File: src/rtl/hbd_pkg.sv
package hbd_pkg;
  typedef enum logic [1:0] {
    CC_BLOCK = 2'b00,
    CC_MWR   = 2'b01,
    CC_MRD   = 2'b10,
    CC_OTHER = 2'b11
  } cmd_class_e;

  localparam int TGT_N  = 4;
  localparam int TI_DRAM = 0;
  localparam int TI_REG  = 1;
  localparam int TI_BRG  = 2;
  localparam int TI_PCI  = 3;
endpackage

File: src/rtl/hbd_classify.sv
module hbd_classify
  import hbd_pkg::*;
#(
  parameter int ADDR_W = 36,
  parameter int LOW_W  = 32,
  parameter int CMD_W  = 4
) (
  input  logic [ADDR_W-1:0] addr,
  input  logic              msb,
  input  logic [CMD_W-1:0]  cmd,
  input  logic [LOW_W-1:0]  ap_base,
  input  logic [LOW_W-1:0]  ap_len,
  output logic              is_dram,
  output logic              is_mmio,
  output logic              xlate
);
  localparam int UP_W = ADDR_W - LOW_W;

  cmd_class_e       cls;
  logic [UP_W-1:0]  upper;
  logic [LOW_W:0]   lo_ext;
  logic [LOW_W:0]   ap_end;
  logic             in_ap;

  always_comb begin
    cls     = cmd_class_e'(cmd[CMD_W-1 -: 2]);
    upper   = addr[ADDR_W-1:LOW_W];
    lo_ext  = {1'b0, addr[LOW_W-1:0]};
    ap_end  = {1'b0, ap_base} + {1'b0, ap_len};
    in_ap   = (lo_ext >= {1'b0, ap_base}) && (lo_ext < ap_end);
    is_dram = ((cls == CC_BLOCK) && !msb) || ((cls == CC_MWR) && msb);
    is_mmio = ((cls == CC_MWR) || (cls == CC_MRD)) && !msb && (upper == '0);
    xlate   = is_dram && in_ap;
  end
endmodule

File: src/rtl/hbd_win_cmp.sv
module hbd_win_cmp #(
  parameter int LOW_W    = 32,
  parameter int GRAN_LSB = 20
) (
  input  logic [LOW_W-1:0]          addr_lo,
  input  logic [LOW_W-GRAN_LSB-1:0] base,
  input  logic [LOW_W-GRAN_LSB-1:0] limit,
  output logic                      hit
);
  logic [LOW_W-GRAN_LSB-1:0] key;

  always_comb begin
    key = addr_lo[LOW_W-1:GRAN_LSB];
    hit = (key >= base) && (key <= limit);
  end
endmodule

File: src/rtl/hbd_mmio_route.sv
module hbd_mmio_route
  import hbd_pkg::*;
#(
  parameter int LOW_W    = 32,
  parameter int GRAN_LSB = 20,
  parameter int REG_LSB  = 12,
  parameter int NUM_WIN  = 2,
  localparam int WIN_W   = LOW_W - GRAN_LSB
) (
  input  logic [LOW_W-1:0] addr_lo,
  input  logic [LOW_W-1:0] reg_base,
  input  logic [WIN_W-1:0] win_base  [NUM_WIN],
  input  logic [WIN_W-1:0] win_limit [NUM_WIN],
  input  logic             vga_en,
  output logic [TGT_N-1:0] sel
);
  localparam logic [LOW_W-1:0] VGA_LO = LOW_W'('hA0000);
  localparam logic [LOW_W-1:0] VGA_HI = LOW_W'('hBFFFF);

  logic [NUM_WIN-1:0] win_hit;
  logic               reg_hit;
  logic               vga_hit;

  for (genvar w = 0; w < NUM_WIN; w++) begin : g_win
    hbd_win_cmp #(.LOW_W(LOW_W), .GRAN_LSB(GRAN_LSB)) u_cmp (
      .addr_lo (addr_lo),
      .base    (win_base[w]),
      .limit   (win_limit[w]),
      .hit     (win_hit[w])
    );
  end

  always_comb begin
    reg_hit = (addr_lo[LOW_W-1:REG_LSB] == reg_base[LOW_W-1:REG_LSB]);
    vga_hit = vga_en && (addr_lo >= VGA_LO) && (addr_lo <= VGA_HI);
    sel     = '0;
    if (reg_hit)           sel[TI_REG] = 1'b1;
    else if (vga_hit)      sel[TI_BRG] = 1'b1;
    else if (|win_hit)     sel[TI_BRG] = 1'b1;
    else                   sel[TI_PCI] = 1'b1;
  end
endmodule

File: src/rtl/host_route_decoder.sv
module host_route_decoder
  import hbd_pkg::*;
#(
  parameter int ADDR_W   = 36,
  parameter int LOW_W    = 32,
  parameter int CMD_W    = 4,
  parameter int GRAN_LSB = 20,
  parameter int REG_LSB  = 12,
  localparam int WIN_W   = LOW_W - GRAN_LSB
) (
  input  logic              clk,
  input  logic              rst_n,
  input  logic              in_valid,
  input  logic [ADDR_W-1:0] in_addr,
  input  logic              in_msb,
  input  logic [CMD_W-1:0]  in_cmd,
  input  logic [LOW_W-1:0]  cfg_ap_base,
  input  logic [LOW_W-1:0]  cfg_ap_len,
  input  logic [LOW_W-1:0]  cfg_reg_base,
  input  logic [WIN_W-1:0]  cfg_mem_base,
  input  logic [WIN_W-1:0]  cfg_mem_limit,
  input  logic [WIN_W-1:0]  cfg_pf_base,
  input  logic [WIN_W-1:0]  cfg_pf_limit,
  input  logic              cfg_vga_en,
  output logic              out_valid,
  output logic [TGT_N-1:0]  out_tgt,
  output logic              out_xlate,
  output logic              out_none
);
  localparam int NUM_WIN = 2;

  logic             c_dram, c_mmio, c_xlate;
  logic [TGT_N-1:0] mmio_sel;
  logic [WIN_W-1:0] wb [NUM_WIN];
  logic [WIN_W-1:0] wl [NUM_WIN];

  logic             valid_d, xlate_d, none_d;
  logic [TGT_N-1:0] tgt_d;

  assign wb[0] = cfg_mem_base;
  assign wl[0] = cfg_mem_limit;
  assign wb[1] = cfg_pf_base;
  assign wl[1] = cfg_pf_limit;

  hbd_classify #(.ADDR_W(ADDR_W), .LOW_W(LOW_W), .CMD_W(CMD_W)) u_cls (
    .addr    (in_addr),
    .msb     (in_msb),
    .cmd     (in_cmd),
    .ap_base (cfg_ap_base),
    .ap_len  (cfg_ap_len),
    .is_dram (c_dram),
    .is_mmio (c_mmio),
    .xlate   (c_xlate)
  );

  hbd_mmio_route #(.LOW_W(LOW_W), .GRAN_LSB(GRAN_LSB), .REG_LSB(REG_LSB),
                   .NUM_WIN(NUM_WIN)) u_mmio (
    .addr_lo   (in_addr[LOW_W-1:0]),
    .reg_base  (cfg_reg_base),
    .win_base  (wb),
    .win_limit (wl),
    .vga_en    (cfg_vga_en),
    .sel       (mmio_sel)
  );

  // next-state
  always_comb begin
    valid_d = in_valid;
    tgt_d   = '0;
    xlate_d = 1'b0;
    none_d  = 1'b0;
    if (in_valid) begin
      if (c_dram) begin
        tgt_d[TI_DRAM] = 1'b1;
        xlate_d        = c_xlate;
      end else if (c_mmio) begin
        tgt_d = mmio_sel;
      end else begin
        none_d = 1'b1;
      end
    end
  end

  // registers
  always_ff @(posedge clk or negedge rst_n) begin
    if (!rst_n) begin
      out_valid <= 1'b0;
      out_tgt   <= '0;
      out_xlate <= 1'b0;
      out_none  <= 1'b0;
    end else begin
      out_valid <= valid_d;
      out_tgt   <= tgt_d;
      out_xlate <= xlate_d;
      out_none  <= none_d;
    end
  end

  // assertions
  p_cls_excl_r4: assert property (@(posedge clk) disable iff (!rst_n)
    !(c_dram && c_mmio));

  p_xlate_dram_r3: assert property (@(posedge clk) disable iff (!rst_n)
    out_xlate |-> out_tgt[TI_DRAM]);

  p_one_result_r11: assert property (@(posedge clk) disable iff (!rst_n)
    out_valid |-> (($countones(out_tgt) + 32'(out_none)) == 1));

  p_valid_lat_r10: assert property (@(posedge clk) disable iff (!rst_n)
    in_valid |=> out_valid);

  p_idle_quiet_r10: assert property (@(posedge clk) disable iff (!rst_n)
    !out_valid |-> (out_tgt == '0 && !out_xlate && !out_none));

  p_none_empty_r9: assert property (@(posedge clk) disable iff (!rst_n)
    out_none |-> (out_tgt == '0 && !out_xlate));
endmodule

File: config.mk
export PLATFORM = sky130hd
export DESIGN_NAME = host_route_decoder
export DESIGN_NICKNAME = d
export VERILOG_FILES = /design/src/rtl/hbd_pkg.sv /design/src/rtl/hbd_classify.sv /design/src/rtl/hbd_win_cmp.sv /design/src/rtl/hbd_mmio_route.sv /design/src/rtl/host_route_decoder.sv
export SDC_FILE = /design/constraint.sdc
export NUM_CORES = 1
export LEC_CHECK = 0
export BUFFER_PORTS_ARGS = -buffer_cell sky130_fd_sc_hd__buf_2
export CAP_MARGIN = 5
export CORE_UTILIZATION = 30
export DETAILED_ROUTE_END_ITERATION = 6
export HOLD_SLACK_MARGIN = 0.05
export SLEW_MARGIN = 20
export SYNTH_ARGS = -nofsm -noshare
export SYNTH_HDL_FRONTEND = slang
export SYNTH_SLANG_ARGS = --single-unit
File: constraint.sdc
create_clock -name clk -period 0.9 [get_ports clk]
set_clock_uncertainty 0.05 [all_clocks]
set_input_delay 0.18 -clock clk [delete_from_list [all_inputs] [get_ports clk]]
set_output_delay 0.18 -clock clk [all_outputs]
set_load 0.01 [all_outputs]
**After elaboration in Yosys (flattened, before gate mapping)**

Cells that the tools add are included.

- Logic and storage cells: 47
- Output and inout bits: 7
- Input bits: 189
- Register bits after elaboration: 7

- Order comparisons: 8
- Eq/ne operators: 3
- Mux-type cells: 15
- Add/subtract/negate cells: 1
- Reduce and logical (&&, ||, !) cells: 16

Operators by type and width:

| operator | number |
|---|---|
| $add A32 B32 Y33 | 1 |
| $lt A32 B33 Y1 | 1 |
| $ge A32 B20 Y1 const B | 1 |
| $ge A32 B32 Y1 | 1 |
| $le A32 B20 Y1 const B | 1 |
| $ge A12 B12 Y1 | 2 |
| $le A12 B12 Y1 | 2 |
| $eq A20 B20 Y1 | 1 |
| $mux W1 | 11 |
| $logic_and A1 B1 Y1 | 10 |
| $mux W4 | 2 |
| $logic_not A4 Y1 | 1 |
| $mux W3 | 1 |
| $eq A2 B1 Y1 const B | 1 |
| $eq A2 B2 Y1 const B | 1 |
| $logic_not A2 Y1 | 1 |
| $logic_or A1 B1 Y1 | 2 |
| $mux W2 | 1 |
| $reduce_or A2 Y1 | 1 |
| $logic_not A1 Y1 | 1 |

**Depth between registers and ports, before layout**

Gate-level depths: netlist of the first run.

- Word-level depth: 9
- Gate-level depth with buffers: 18

**Cells and area by module**

Synthesis of the first run repeated with hierarchy kept, for this count alone.

- Cell total of the unflattened synthesis: 629
- Area, all modules: 4,823.4 um2

Modules (own cells, without submodules):

| module | area each (um2) | instances | cells each |
|---|---|---|---|
| hbd_classify | 3,113.0 | 1 | 411 |
| hbd_win_cmp | 590.6 | 2 | 82 |
| hbd_mmio_route | 300.3 | 1 | 39 |
| host_route_decoder | 229.0 | 1 | 15 |

**Worst setup path after synthesis of the first run**

No wires, ideal clock.

- Path type: input port to flip-flop
- Start: in cfg_ap_base[0]
- End: reg out_xlate
- Arrival: 3,480 ps
- Cell stages on the path: 18
- Library setup time: 65 ps
- Required time: 785 ps
- Path slack: -2,695 ps
- Cells stage by stage: ha_1 -> fa_1 -> a211oi_1 -> nor4_1 -> o21ai_2 -> nand2_1 -> a21o_1 -> a21oi_1 -> o21ai_0 -> nand2b_1 -> ha_1 -> a21oi_1 -> o21ai_0 -> a2111oi_0 -> o21ai_0 -> a221oi_1 -> a221o_1 -> o211a_1

- Word-level cells in the longest chain between the ends: 6
- Elaborated cells on any way between the ends: 7

RTL lines:

| item | line | text |
|---|---|---|
| start: declaration | host_route_decoder.sv:17 | `input logic [LOW_W-1:0] cfg_ap_base,` |
| $add A32 B32 Y33 | hbd_classify.sv:29 | `ap_end = {1'b0, ap_base} + {1'b0, ap_len};` |
| $lt A32 B33 Y1 | hbd_classify.sv:30 | `in_ap = (lo_ext >= {1'b0, ap_base}) && (lo_ext < ap_end);` |
| $logic_and A1 B1 Y1 (*) | hbd_classify.sv:30 |  |
| $logic_and A1 B1 Y1 (*) | hbd_classify.sv:33 | `xlate = is_dram && in_ap;` |
| $mux W1 (*) | host_route_decoder.sv:73 | `if (c_dram) begin` |
| $mux W1 (*) | host_route_decoder.sv:72 | `if (in_valid) begin` |
| net xlate_d | host_route_decoder.sv:37 | `logic valid_d, xlate_d, none_d;` |
| end signal: assignment | host_route_decoder.sv:94 | `out_xlate <= xlate_d;` |
| end: declaration | host_route_decoder.sv:27 | `output logic out_xlate,` |

Mark *: on every way through the listed nets, which the timed path passes. The rest lies on a longest branch.

**Worst setup path after layout of the first run**

Same ends and word-level chain as after synthesis.

==> impl_metrics.env, run 1 <==
export IMPL_status="finished with violations"
export IMPL_violations="setup timing"
export IMPL_fin_nets=1288
export IMPL_slowest_stage="fa_2"
export IMPL_synth_seq_cells=7
export IMPL_htreeDepth=1
export IMPL_whs_ps=74.3
export IMPL_layout_commonest_cell="buf_2"
export IMPL_maxCapViolations=0
export IMPL_synth_ff_type="dfrtp_1"
export IMPL_firstDrtPassIters=4
export IMPL_end_kind="flop"
export IMPL_ys_types=56
export IMPL_synth_edff_count=0
export IMPL_synth_area_sq_um=4680
export IMPL_fin_crit_sh=3.75
export IMPL_core_rowCount=45
export IMPL_critical_path_most_common_cell="o21ai_1"
export IMPL_critical_path_class="in2reg"
export IMPL_drive_gt1_frac=0.431
export IMPL_preCtsSetupSlack_ps=-2790
export IMPL_final_cell_mix="buf_2, buf_4, ha_1"
export IMPL_drt_initial_drc_count=163
export IMPL_peakVddDrop_mv=0.434
export IMPL_worstPathArrival_ps=3490
export IMPL_postRouteWirelength_mm=16.1
export IMPL_synth_top_area_frac=0.387
export IMPL_cts_sinks=7
export IMPL_gr_total_overflow=0
export IMPL_worstSetupStartpointType="primary input"
export IMPL_antenna_left=0
export IMPL_power_mw=5.61
export IMPL_worst_slew_pin_slew_ps=387
export IMPL_cts_path_max_buffers=2
export IMPL_gp_congestion=0.869
export IMPL_fin_crit_ps=3370
export IMPL_rsz0062_at_grt="yes"
export IMPL_antenna_found_initial=0
export IMPL_critical_path_max_stage_delay_ps=380
export IMPL_layout_setup_ws_ps=-2470
export IMPL_yosys_top_cells_area="ha_1, inv_1, a21o_1"
export IMPL_syn_inst=606
export IMPL_dieWidth_um=127
export IMPL_vias=5593
export IMPL_antennaDiodeCount=0
export IMPL_grt_pass1_wl_mm=25.4
export IMPL_path_delay_family="compound AO/OA/AOI/OAI gates"
export IMPL_coreArea_sq_um=15200
export IMPL_worst_path_buf_inv=1
export IMPL_grt_use_total=0.195
export IMPL_die_h_um=127
export IMPL_clk_pin_slew_worst_paths_ps=40
export IMPL_io_buffers=181
export IMPL_die_area_sq_um=16100
export IMPL_final_hold_viol_count=0
export IMPL_io_pins=196
export IMPL_relSlewSlack=0.735
export IMPL_critPathMaxFanout=4
export IMPL_grt_pass1_vias=5596
export IMPL_grt_max_degree=8
export IMPL_initial_core_util=0.308
export IMPL_cts_buffers=3
export IMPL_fmax_mhz=297
export IMPL_required_ps=1020
export IMPL_ys_warn_count=0
export IMPL_leakagePower_nw=4.23
export IMPL_finalSetupViolCount=12
export IMPL_cts_tree="done"
export IMPL_cp_cell_sequence="buf_6 -> ha_4 -> fa_2 -> a211oi_4 -> nor4_4 -> o21ai_2 -> nand2_2 -> a21o_1 -> a21oi_2 -> nor2_1 -> xnor2_1 -> ha_1 -> nand2_1 -> o21ai_1 -> a2111oi_1 -> o21ai_1 -> a221oi_2 -> a221o_1 -> o211a_1"
export IMPL_min_path_type="in2reg"
export IMPL_synth_area_leader_cell="ha_1"
export IMPL_dp_hpwl_mm=14.2
export IMPL_synthArstFlopShare=1.00
export IMPL_synth_nets=941
export IMPL_powerDensity_nw_per_um2=729
export IMPL_clock_root_buffer="clkbuf_16"
export IMPL_detail_route_wl_per_cell_um=14.1
export IMPL_maxSlewViolCount=0
export IMPL_avgSynthCellArea_sq_um=7.73
export IMPL_area_growth_pct=64.5
export IMPL_drc_errors=0
export IMPL_vias_per_cell=4.91
export IMPL_ys_seq_area_frac=0.0374
## area by class of cell
cell class / instances / area (sq um)
Fill cell: 1484 / 7500
Clock buffer: 4 / 78.8
Timing Repair Buffer: 342 / 2240
Inverter: 89 / 369
Multi-Input combinational cell: 510 / 4600
Sequential cell: 7 / 175
Tap cell: 188 / 235
## synthesized netlist by cell type (8+ instances only)
cell,count
nand3_1,11
nand4_1,20
nor2_1,28
nor3_1,8
a21oi_1,47
o21ai_0,30
a21o_1,32
inv_1,89
xor2_1,22
nand2b_1,11
nand2_1,33
ha_1,145
a211oi_1,13
xnor2_1,26
## path summary, 6_finish.rpt
path                           startpoint          to  cells past startpoint
setup / recovery           cfg_ap_base[0]   out_xlate                     19
hold / removal                   in_valid   out_valid                      1
max in group asynchronous           rst_n  out_tgt[2]                      2
min in group asynchronous           rst_n   out_valid                      2
## cells by family after synthesis
logic type,share of synthesized area
buffers and inverters,0.0714
XOR/XNOR,0.0898
multiplexers,0.00214
flip-flops,0.0374
AND/OR/NAND/NOR,0.150
adder cells (fa/ha/maj),0.392
AO/OA/AOI/OAI,0.257
## power breakdown
group          switching [mW]  internal (mW)  leakage [nW]
Sequential            0.00242          0.326        0.0932
Clock                   0.169          0.590        0.0382
Combinational            2.12           2.41          4.10
Total                    2.29           3.32          4.23
## per-layer routing
| metal | global-route usage | vias to the layer above | wire, um |
|---|---|---|---|
| li1 | - | 2917 | - |
| met1 | 0.228 | 2510 | 6920 |
| met2 | 0.376 | 146 | 8060 |
| met3 | 0.0215 | 20 | 828 |
| met4 | 0.0399 | 0 | 254 |
| met5 | 0 | - | 0 |
## repair_timing
| action | 4_1_cts | 5_1_grt |
|---|---|---|
| gates resized for setup | 61 | 27 |
| endpoints found under the setup margin | 13 | 13 |
| endpoints found under the hold margin | 7 | 0 |
| buffers inserted | 1 | 1 |
| pin swaps | 23 | 27 |
| hold buffers | 1 | 0 |
## state kept, by name (all words and copies together), names as in the netlist
| name | cells |
|---|---|
| out_xlate | 1 |
| out_tgt | 4 |
| out_none | 1 |
| out_valid | 1 |
## through the flow
step	area (sq um)	util	TNS, ps	cells
finish	7700	0.507	-5070	1140
global placement	7140	0.470	-6770	1133
global route	7700	0.507	-5640	1140
detailed placement	7140	0.470	-6820	1133
CTS	7540	0.496	-5010	1139
floorplan	4800	-	-4850	606
Note: power is estimated with default switching activity, not from simulation.
==> inputs of run 2 (changes only) <==
- TNS_END_PERCENT: not set -> 30
==> run 2 against run 1 <==
Compared with the run above:
- the run still ends with setup timing left
- clock power is 0.7% lower
- setup slack lost 210 ps
- via count rose by 0.21%
- core utilization shrank 0.77 points
- cell count shrank 0.26%
- clock-buffer cell count did not move
==> impl_metrics.env, run 2 (synthesis gave the netlist of run 1 again) <==
export IMPL_peakVddDrop_mv=0.564
export IMPL_clock_root_buffer="clkbuf_16"
export IMPL_fin_nets=1284
export IMPL_dp_hpwl_mm=14.1
export IMPL_final_hold_viol_count=0
export IMPL_multiInputGateArea_sq_um=4590
export IMPL_final_cell_mix="buf_2, buf_4, ha_1"
export IMPL_vias=5605
export IMPL_critical_path_class="in2reg"
export IMPL_vias_per_cell=4.93
export IMPL_die_area_sq_um=16100
export IMPL_firstDrtPassIters=4
export IMPL_nFillCells=1499
export IMPL_critical_path_most_common_cell="buf_4"
export IMPL_drt_initial_drc_count=172
export IMPL_grt_use_total=0.199
export IMPL_dieWidth_um=127
export IMPL_min_path_type="in2reg"
export IMPL_power_mw=5.61
export IMPL_initial_core_util=0.308
export IMPL_end_kind="flop"
export IMPL_worstPathArrival_ps=3640
export IMPL_rsz0062_at_grt="yes"
export IMPL_powerDensity_nw_per_um2=740
export IMPL_grt_pass1_wl_mm=25.9
export IMPL_antenna_found_initial=2
export IMPL_fmax_mhz=280
export IMPL_finalSetupViolCount=12
export IMPL_worst_path_buf_inv=3
export IMPL_postRouteWirelength_mm=16.3
export IMPL_clk_pin_slew_worst_paths_ps=40
export IMPL_drive_gt1_frac=0.430
export IMPL_worst_slew_pin_slew_ps=393
export IMPL_top_register="out_tgt"
export IMPL_relSlewSlack=0.736
export IMPL_gr_total_overflow=0
export IMPL_die_h_um=127
export IMPL_gp_congestion=0.878
export IMPL_drc_errors=0
export IMPL_coreArea_sq_um=15200
export IMPL_layout_setup_ws_ps=-2680
export IMPL_critical_path_max_stage_delay_ps=380
export IMPL_fin_crit_ps=3580
export IMPL_path_delay_family="compound AO/OA/AOI/OAI gates"
export IMPL_area_growth_pct=62.0
export IMPL_cp_cell_sequence="buf_4 -> ha_4 -> fa_2 -> a211oi_4 -> nor4_2 -> o21ai_2 -> buf_4 -> nand2_1 -> a21o_1 -> a21oi_2 -> buf_4 -> xor2_1 -> ha_1 -> nand2_1 -> nor4_1 -> nand3_1 -> a221o_1 -> o211a_1"
export IMPL_grt_pass1_vias=5634
export IMPL_register_area_sq_um=175
export IMPL_slowest_stage="fa_2"
export IMPL_cts_tree="done"
export IMPL_crit_path_start="cfg_ap_base[0]"
export IMPL_dp_cells=1129
export IMPL_critPathMaxFanout=4
export IMPL_cts_sinks=7
export IMPL_required_ps=960
export IMPL_grt_max_degree=8
export IMPL_maxCapViolations=0
export IMPL_io_buffers=181
export IMPL_worstSetupStartpointType="primary input"
export IMPL_cts_buffers=3
export IMPL_largest_reg_flops=4
export IMPL_crit_end="out_xlate"
export IMPL_path_depth=18
export IMPL_htreeDepth=1
export IMPL_cts_path_max_buffers=2
export IMPL_maxSlewViolCount=0
export IMPL_fin_cells=1137
export IMPL_leakagePower_nw=4.16
export IMPL_fin_crit_sh=3.97
export IMPL_detail_route_wl_per_cell_um=14.3
export IMPL_io_pins=196
export IMPL_violations="setup timing"
export IMPL_antenna_left=0
export IMPL_layout_commonest_cell="buf_2"
export IMPL_core_rowCount=45
export IMPL_status="finished with violations"
[run 2: cell types whose count changed in the layout (fill, tap and decap cells not counted), sizes merged]
cell	delta
buf	-5
diode	+1
clkbuf	+1
[run 2: how the worst min path moves through the flow]
stage | startpoint | to | slack, ps | cells past startpoint
floorplan | rst_n | out_none | -170 | 0
global placement | rst_n | out_tgt[1] | -30 | 1
detailed placement | rst_n | out_tgt[1] | -30 | 1
CTS | in_valid | out_valid | 50 | 1
global route | in_valid | out_valid | 60 | 1
finish | in_valid | out_valid | 50 | 1
[run 2: metal layers]
metal	part of all wire	vias to the layer above	track usage	wire length (um)
li1	-	2910	-	-
met1	0.44	2525	0.236	7120
met2	0.50	144	0.381	8080
met3	0.047	24	0.0211	774
met4	0.021	2	0.0413	335
met5	0.00049	-	0	8
[run 2: metrics by stage]
step	setup TNS, ps	setup slack [ps]	utilization	hold slack, ps	instance area, sq um
floorplan	-5430	-2430	-	-166	4720
global placement	-7350	-2820	0.461	-29.5	7020
detailed placement	-7540	-2920	0.461	-29.3	7020
CTS	-5140	-2640	0.486	50.5	7390
global route	-5780	-2830	0.499	63.3	7580
finish	-5230	-2680	0.499	51.6	7580
[run 2: power breakdown]
part / switching (mW) / total, mW / internal, mW / leakage [nW]
Sequential: 0.00234 / 0.329 / 0.326 / 0.0932
Clock: 0.164 / 0.753 / 0.589 / 0.0382
Combinational: 2.14 / 4.53 / 2.39 / 4.03
Total: 2.30 / 5.61 / 3.31 / 4.16
[run 2: layout make-up]
type                            count  area share
Antenna cell                        1    0.000330
Clock buffer                        4      0.0104
Inverter                           89      0.0454
Multi-Input combinational cell    510       0.605
Sequential cell                     7      0.0231
Tap cell                          188      0.0310
Timing Repair Buffer              338       0.285
[run 2: repair_timing]
action | 4_1_cts | 5_1_grt
setup buffers | 1 | 1
hold buffers | 1 | 0
pin swaps | 28 | 27
resized for setup | 53 | 38
endpoints found under the setup margin | 13 | 13
endpoints found under the hold margin | 7 | 0
